File: src/rtl/brg_err_pkg.sv
package brg_err_pkg;

  typedef enum logic [2:0] {
    CPL_SC = 3'b000,
    CPL_UR = 3'b001,
    CPL_CA = 3'b100
  } cpl_status_e;

  typedef enum logic [1:0] {
    AXI_OKAY   = 2'b00,
    AXI_EXOKAY = 2'b01,
    AXI_SLVERR = 2'b10,
    AXI_DECERR = 2'b11
  } axi_resp_e;

  typedef enum logic [1:0] {
    REQ_FWD,
    REQ_POISON,
    REQ_ZL_READ,
    REQ_ZL_WRITE
  } req_class_e;

endpackage

File: src/rtl/brg_req_classify.sv
module brg_req_classify
  import brg_err_pkg::*;
#(
  parameter int LEN_W = 10
) (
  input  logic             write_i,
  input  logic             poison_i,
  input  logic [LEN_W-1:0] len_i,
  input  logic [3:0]       first_be_i,
  input  logic [3:0]       last_be_i,
  output req_class_e       class_o
);

  localparam logic [LEN_W-1:0] ONE_DW = LEN_W'(1);

  logic zero_len;
  assign zero_len = (len_i == ONE_DW) && (first_be_i == 4'b0) && (last_be_i == 4'b0);

  // poison wins over zero-length
  always_comb begin
    if (poison_i)      class_o = REQ_POISON;
    else if (zero_len) class_o = write_i ? REQ_ZL_WRITE : REQ_ZL_READ;
    else               class_o = REQ_FWD;
  end

endmodule

File: src/rtl/brg_outs_fifo.sv
module brg_outs_fifo #(
  parameter int WIDTH = 9,
  parameter int DEPTH = 4
) (
  input  logic             clk_i,
  input  logic             rst_ni,
  input  logic             push_i,
  input  logic [WIDTH-1:0] data_i,
  input  logic             pop_i,
  output logic [WIDTH-1:0] data_o,
  output logic             full_o,
  output logic             empty_o
);

  localparam int PTR_W = (DEPTH > 1) ? $clog2(DEPTH) : 1;
  localparam int CNT_W = $clog2(DEPTH + 1);
  localparam logic [PTR_W-1:0] LAST = PTR_W'(DEPTH - 1);
  localparam logic [CNT_W-1:0] FULL_CNT = CNT_W'(DEPTH);

  logic [WIDTH-1:0] mem_q [DEPTH];
  logic [PTR_W-1:0] wr_ptr_q, rd_ptr_q;
  logic [CNT_W-1:0] cnt_q;

  assign full_o  = (cnt_q == FULL_CNT);
  assign empty_o = (cnt_q == '0);
  assign data_o  = mem_q[rd_ptr_q];

  always_ff @(posedge clk_i or negedge rst_ni) begin
    if (!rst_ni) begin
      wr_ptr_q <= '0;
      rd_ptr_q <= '0;
      cnt_q    <= '0;
      for (int i = 0; i < DEPTH; i++) mem_q[i] <= '0;
    end else begin
      if (push_i) begin
        mem_q[wr_ptr_q] <= data_i;
        wr_ptr_q <= (wr_ptr_q == LAST) ? '0 : wr_ptr_q + 1'b1;
      end
      if (pop_i) rd_ptr_q <= (rd_ptr_q == LAST) ? '0 : rd_ptr_q + 1'b1;
      case ({push_i, pop_i})
        2'b10:   cnt_q <= cnt_q + 1'b1;
        2'b01:   cnt_q <= cnt_q - 1'b1;
        default: cnt_q <= cnt_q;
      endcase
    end
  end

  AST_NO_OVERFLOW:  assert property (@(posedge clk_i) disable iff (!rst_ni)
                      push_i |-> !full_o);
  AST_NO_UNDERFLOW: assert property (@(posedge clk_i) disable iff (!rst_ni)
                      pop_i |-> !empty_o);

endmodule

File: src/rtl/brg_rsp_map.sv
module brg_rsp_map
  import brg_err_pkg::*;
(
  input  logic [1:0]  code_i,
  input  logic        posted_i,
  output logic        cpl_en_o,
  output cpl_status_e status_o,
  output logic        decerr_o,
  output logic        slverr_o
);

  always_comb begin
    decerr_o = 1'b0;
    slverr_o = 1'b0;
    status_o = CPL_SC;
    unique case (axi_resp_e'(code_i))
      AXI_DECERR: begin decerr_o = 1'b1; status_o = CPL_UR; end
      AXI_SLVERR: begin slverr_o = 1'b1; status_o = CPL_CA; end
      default:    status_o = CPL_SC;
    endcase
    cpl_en_o = !posted_i;
  end

endmodule

File: src/rtl/brg_err_resp.sv
module brg_err_resp
  import brg_err_pkg::*;
#(
  parameter int TAG_W      = 8,
  parameter int LEN_W      = 10,
  parameter int OUTS_DEPTH = 4
) (
  input  logic             clk_i,
  input  logic             rst_ni,
  input  logic             req_valid_i,
  output logic             req_ready_o,
  input  logic             req_write_i,
  input  logic             req_posted_i,
  input  logic             req_poison_i,
  input  logic [LEN_W-1:0] req_len_i,
  input  logic [3:0]       req_first_be_i,
  input  logic [3:0]       req_last_be_i,
  input  logic [TAG_W-1:0] req_tag_i,
  output logic             axi_req_valid_o,
  input  logic             axi_req_ready_i,
  output logic             axi_req_write_o,
  output logic [TAG_W-1:0] axi_req_tag_o,
  input  logic             axi_rsp_valid_i,
  input  logic [1:0]       axi_rsp_code_i,
  output logic             cpl_valid_o,
  output logic [2:0]       cpl_status_o,
  output logic [TAG_W-1:0] cpl_tag_o,
  output logic             irq_decerr_o,
  output logic             irq_slverr_o,
  output logic             irq_poison_o
);

  localparam int ENT_W = TAG_W + 1;

  req_class_e       req_class;
  logic             accept;
  logic             q_full, q_empty;
  logic [ENT_W-1:0] q_head;
  logic [TAG_W-1:0] head_tag;
  logic             head_posted;
  logic             map_cpl_en, map_dec, map_slv;
  cpl_status_e      map_status;

  logic             cpl_valid_d, irq_dec_d, irq_slv_d, irq_poi_d;
  logic [2:0]       cpl_status_d;
  logic [TAG_W-1:0] cpl_tag_d;

  brg_req_classify #(.LEN_W(LEN_W)) u_classify (
    .write_i    (req_write_i),
    .poison_i   (req_poison_i),
    .len_i      (req_len_i),
    .first_be_i (req_first_be_i),
    .last_be_i  (req_last_be_i),
    .class_o    (req_class)
  );

  // a response cycle blocks intake so only one completion source is live
  assign req_ready_o     = !q_full && axi_req_ready_i && !axi_rsp_valid_i;
  assign accept          = req_valid_i && req_ready_o;
  assign axi_req_valid_o = accept && (req_class == REQ_FWD);
  assign axi_req_write_o = req_write_i;
  assign axi_req_tag_o   = req_tag_i;

  brg_outs_fifo #(.WIDTH(ENT_W), .DEPTH(OUTS_DEPTH)) u_outs (
    .clk_i   (clk_i),
    .rst_ni  (rst_ni),
    .push_i  (axi_req_valid_o),
    .data_i  ({req_tag_i, req_posted_i}),
    .pop_i   (axi_rsp_valid_i),
    .data_o  (q_head),
    .full_o  (q_full),
    .empty_o (q_empty)
  );

  assign head_tag    = q_head[ENT_W-1:1];
  assign head_posted = q_head[0];

  brg_rsp_map u_map (
    .code_i   (axi_rsp_code_i),
    .posted_i (head_posted),
    .cpl_en_o (map_cpl_en),
    .status_o (map_status),
    .decerr_o (map_dec),
    .slverr_o (map_slv)
  );

  always_comb begin
    cpl_valid_d  = 1'b0;
    cpl_status_d = CPL_SC;
    cpl_tag_d    = '0;
    irq_dec_d    = 1'b0;
    irq_slv_d    = 1'b0;
    irq_poi_d    = accept && (req_class == REQ_POISON);
    if (axi_rsp_valid_i) begin
      cpl_valid_d  = map_cpl_en;
      cpl_status_d = map_status;
      cpl_tag_d    = head_tag;
      irq_dec_d    = map_dec;
      irq_slv_d    = map_slv;
    end else if (accept && (req_class == REQ_ZL_READ)) begin
      cpl_valid_d  = 1'b1;
      cpl_status_d = CPL_SC;
      cpl_tag_d    = req_tag_i;
    end
  end

  always_ff @(posedge clk_i or negedge rst_ni) begin
    if (!rst_ni) begin
      cpl_valid_o  <= 1'b0;
      cpl_status_o <= CPL_SC;
      cpl_tag_o    <= '0;
      irq_decerr_o <= 1'b0;
      irq_slverr_o <= 1'b0;
      irq_poison_o <= 1'b0;
    end else begin
      cpl_valid_o  <= cpl_valid_d;
      cpl_status_o <= cpl_status_d;
      cpl_tag_o    <= cpl_tag_d;
      irq_decerr_o <= irq_dec_d;
      irq_slverr_o <= irq_slv_d;
      irq_poison_o <= irq_poi_d;
    end
  end

  AST_DECERR_STROBE: assert property (@(posedge clk_i) disable iff (!rst_ni)
      (axi_rsp_valid_i && axi_rsp_code_i == 2'b11) |=> irq_decerr_o);
  AST_SLVERR_STROBE: assert property (@(posedge clk_i) disable iff (!rst_ni)
      (axi_rsp_valid_i && axi_rsp_code_i == 2'b10) |=> irq_slverr_o);
  AST_POISON_BLOCKED: assert property (@(posedge clk_i) disable iff (!rst_ni)
      (req_valid_i && req_poison_i) |-> !axi_req_valid_o);
  AST_POISON_STROBE: assert property (@(posedge clk_i) disable iff (!rst_ni)
      (req_valid_i && req_ready_o && req_poison_i) |=> (irq_poison_o && !cpl_valid_o));
  AST_ZL_BLOCKED: assert property (@(posedge clk_i) disable iff (!rst_ni)
      (req_valid_i && req_len_i == LEN_W'(1) && req_first_be_i == 4'b0
       && req_last_be_i == 4'b0) |-> !axi_req_valid_o);
  AST_RSP_STALLS_INTAKE: assert property (@(posedge clk_i) disable iff (!rst_ni)
      axi_rsp_valid_i |-> !req_ready_o);
  AST_STROBES_EXCLUSIVE: assert property (@(posedge clk_i) disable iff (!rst_ni)
      $onehot0({irq_decerr_o, irq_slverr_o, irq_poison_o}));
  AST_RSP_NEEDS_OUTSTANDING: assert property (@(posedge clk_i) disable iff (!rst_ni)
      axi_rsp_valid_i |-> !q_empty);

endmodule

File: config.mk
export PLATFORM = sky130hd
export DESIGN_NAME = brg_err_resp
export DESIGN_NICKNAME = d
export VERILOG_FILES = /design/src/rtl/brg_err_pkg.sv /design/src/rtl/brg_req_classify.sv /design/src/rtl/brg_outs_fifo.sv /design/src/rtl/brg_rsp_map.sv /design/src/rtl/brg_err_resp.sv
export SDC_FILE = /design/constraint.sdc
export NUM_CORES = 1
export LEC_CHECK = 0
export BUFFER_PORTS_ARGS = -buffer_cell sky130_fd_sc_hd__buf_2
export CORE_ASPECT_RATIO = 0.6
export CORE_UTILIZATION = 48
export DETAILED_ROUTE_END_ITERATION = 10
export PLACE_DENSITY = 0.8
export SKIP_CTS_REPAIR_TIMING = 1
export SLEW_MARGIN = 20
export SYNTH_ARGS = -nofsm -noshare
export SYNTH_HDL_FRONTEND = slang
export SYNTH_SLANG_ARGS = --single-unit
File: constraint.sdc
create_clock -name clk_i -period 1.75 [get_ports clk_i]
set_input_delay 0.2625 -clock clk_i [delete_from_list [all_inputs] [get_ports clk_i]]
set_output_delay 0.2625 -clock clk_i [all_outputs]
set_load 0.05 [all_outputs]
==> out/results.ini <==
[yosys]
synth_most_common_cell=dfrtp_1
synthXorXnorAreaFrac_pct=0.682
ys_top_cells_by_area=dfrtp_1, mux2_2, mux4_2
synth-seq-cells=56
synthTopCellsByCount=dfrtp_1, mux2_2, buf_4
yosys.area.top_type=dfrtp_1
ys.flop_type=dfrtp_1
yosys.area_share.simple_pct=6.72
synth_edf_count=0
async_reset_ff_share_pct=100
synth_top_family_by_area=multiplexers
ys_types=28
synth_cells=172
syn_area_mm2=0.00257
synth_compound_area_share_pct=3.80
ys_seq_area_share_pct=54.5
syn_avg_cell_area_um2=14.9
synth_top_area_share_pct=54.5
synth_mux_area_share_pct=25.8
syn-num-nets=214
yosysWarnings=0
synthAdderAreaFrac_pct=3.21

[route]
drt_wl_total_um=5580
drt_iter0_markers=41
routedWlPerCell_um=17.7
viasPerCell=5.49
vias=1728
drtAntennaViolNets=0
firstDrtPassIters=4
drcViolationCount=0

[layout]
syn2layout_area_growth_pct=30.1
final_layout_size_suffix_gt1_share_pct=62.2
nets=291
diodes=0
fin_cells=315

[setup_path]
setup.worst_path.class=in -> out
path_delay_family=simple AND/OR/NAND/NOR gates
cpMostUsedCell=buf_6
slowest_delay_ns=0.55
path_buf_inv=3
crit_path_start_kind=primary input
path_cells=buf_6 > or4b_4 > nor3_4 > nand4_4 > nand2_2 > clkinvlp_4 > buf_6
end_kind=output pin
crit_fanout=3
cp.arrival_ns=1.65
crit_slowest_cell=or4b_4
worst_ep_required_time_ns=1.49

[sta]
fin_crit_ns=1.92
setup_ws_ns=-0.166
rsz0062_at_grt=yes
finalSetupTns_ns=-2.72
setup_violations=41
hold_slack_ns=0.137
report.final.slew_viol_count=0
slew_headroom_pct=65.0
fmax_mhz=522
fin_worst_skew_ns=0.00805
hold_viol=0
tightest_slew_ns=0.525
finalCritPeriodShare_pct=109

[power]
seq_power_share_pct=44.1
p_per_area_mw_per_mm2=1480
swShare_pct=34.9
leakage_nw=1.64
p_sw_mw=1.72
clkPwrFrac_pct=15.1
p_total_mw=4.94
combPwrFrac_pct=40.7
internal_power_mw=3.21
ir_worst_vdd_mv=0.818

[outcome]
status=complete, but fails checks
violations=negative setup slack

[global_routing]
grt_pass1_wl_um=8200
grt_overflow=0
grt_max_degree=57
track_usage_pct=20.0
antenna_found_initial=0
grt_pass1_vias=1630

[cts]
root_buffer=clkbuf_8
h-tree-depth=2
clk_pin_slew_worst_paths_ns=0.09
clk_path_buf_depth=2
cts_sinks=56
cts_tree=done
cts_buffers=5
clock_latency_ns=0.31

[placement]
dp_slack_ns=-0.330
gp_congestion=0.718
dp_cells=298
dpl.hpwl_um=3470
port_buffers=60

[floorplan]
rows=20
dieArea_mm2=0.00566
io_pins=62
initial_core_util_pct=50.3
die_w_um=96.5
die_h_um=58.7
core_region_area_mm2=0.00510

[hold_path]
hold_path.class=in -> reg

[flow_run]
maxCapViolCount=0

==> cells in the final DEF, fill, tap and decap left out, drive strengths merged, types with 5 or more instances in the layout <==
| master | synthesis | routed |
|---|---|---|
| buf | 13 | 79 |
| dfrtp | 56 | 56 |
| mux2 | 40 | 40 |
| mux4 | 9 | 9 |
| clkbuf | 3 | 9 |
| a22o | 8 | 8 |
| nand3 | 4 | 8 |
| inv | 7 | 6 |
| nor2 | 5 | 5 |
| ha | 5 | 5 |
==> state kept, by name, summed over array words and instances, names as in the netlist <==
register,count
u_outs.mem_q,36
cpl_tag_o,8
u_outs.cnt_q,3
u_outs.rd_ptr_q,2
u_outs.wr_ptr_q,2
cpl_status_o,1
cpl_valid_o,1
irq_decerr_o,1
irq_poison_o,1
irq_slverr_o,1
==> worst register-to-register path, cell delays in order, from the launching register on <==
cell and delay [ns]:
dfrtp_1 0.42, a311oi_4 0.28, and3b_2 0.27, buf_4 0.16, buf_12 0.14, nand3_4 0.15, mux2_4 0.34
==> power by group through the flow <==
stage / logic (mW) / registers, mW / clock network (mW)
2_1_floorplan: 1.19 / 2.40 / 0
3_3_place_gp: 1.88 / 2.16 / 0
3_5_place_dp: 1.91 / 2.18 / 0
4_1_cts: 1.92 / 2.16 / 0.764
5_1_grt: 2.17 / 2.24 / 0.824
6_report: 2.01 / 2.18 / 0.748
==> cell families after synthesis <==
group           after synthesis
fa+ha+maj                     6
mux                          50
other cells                   1
flops                        56
simple gates                 22
xor+xnor                      2
compound gates               12
buf+inv                      23
==> final timing paths <==
path,from,end,slack (ns),cells past startpoint
max in group asynchronous,rst_ni,u_outs.rd_ptr_q[1],1.02,3
min,axi_rsp_code_i[0],cpl_status_o[2],0.14,2
min reg2reg,u_outs.mem_q[6],u_outs.mem_q[6],0.51,1
min in group asynchronous,rst_ni,u_outs.cnt_q[1],0.47,3
max reg2reg,u_outs.cnt_q[2],u_outs.mem_q[2],-0.13,6
max,req_len_i[2],axi_req_valid_o,-0.17,7
==> routing by layer <==
| layer | track usage (%) | vias to the layer above | share of wire, % |
|---|---|---|---|
| met5 | 0 | - | 0 |
| met4 | 5.67 | 0 | 1.5 |
| met3 | 4.65 | 12 | 5.1 |
| met2 | 29.4 | 50 | 45 |
| met1 | 29.8 | 884 | 49 |
| li1 | - | 782 | - |
==> area by class of cell <==
type,instances,area [µm²]
fillers,395,1760
flip-flops and latches,56,1400
multi-input cells,97,1170
repair buffers,82,561
clock buffers,7,96.3
well taps,66,82.6
inverters,7,30.0
==> metrics by stage <==
| step | utilization (%) | area, µm² |
|---|---|---|
| finish | 65.5 | 3340 |
| global route | 65.5 | 3340 |
| CTS | 61.8 | 3160 |
| detailed placement | 59.9 | 3060 |
| global placement | 59.9 | 3060 |
| floorplan | - | 2630 |
(Power assumes the default switching activity.)
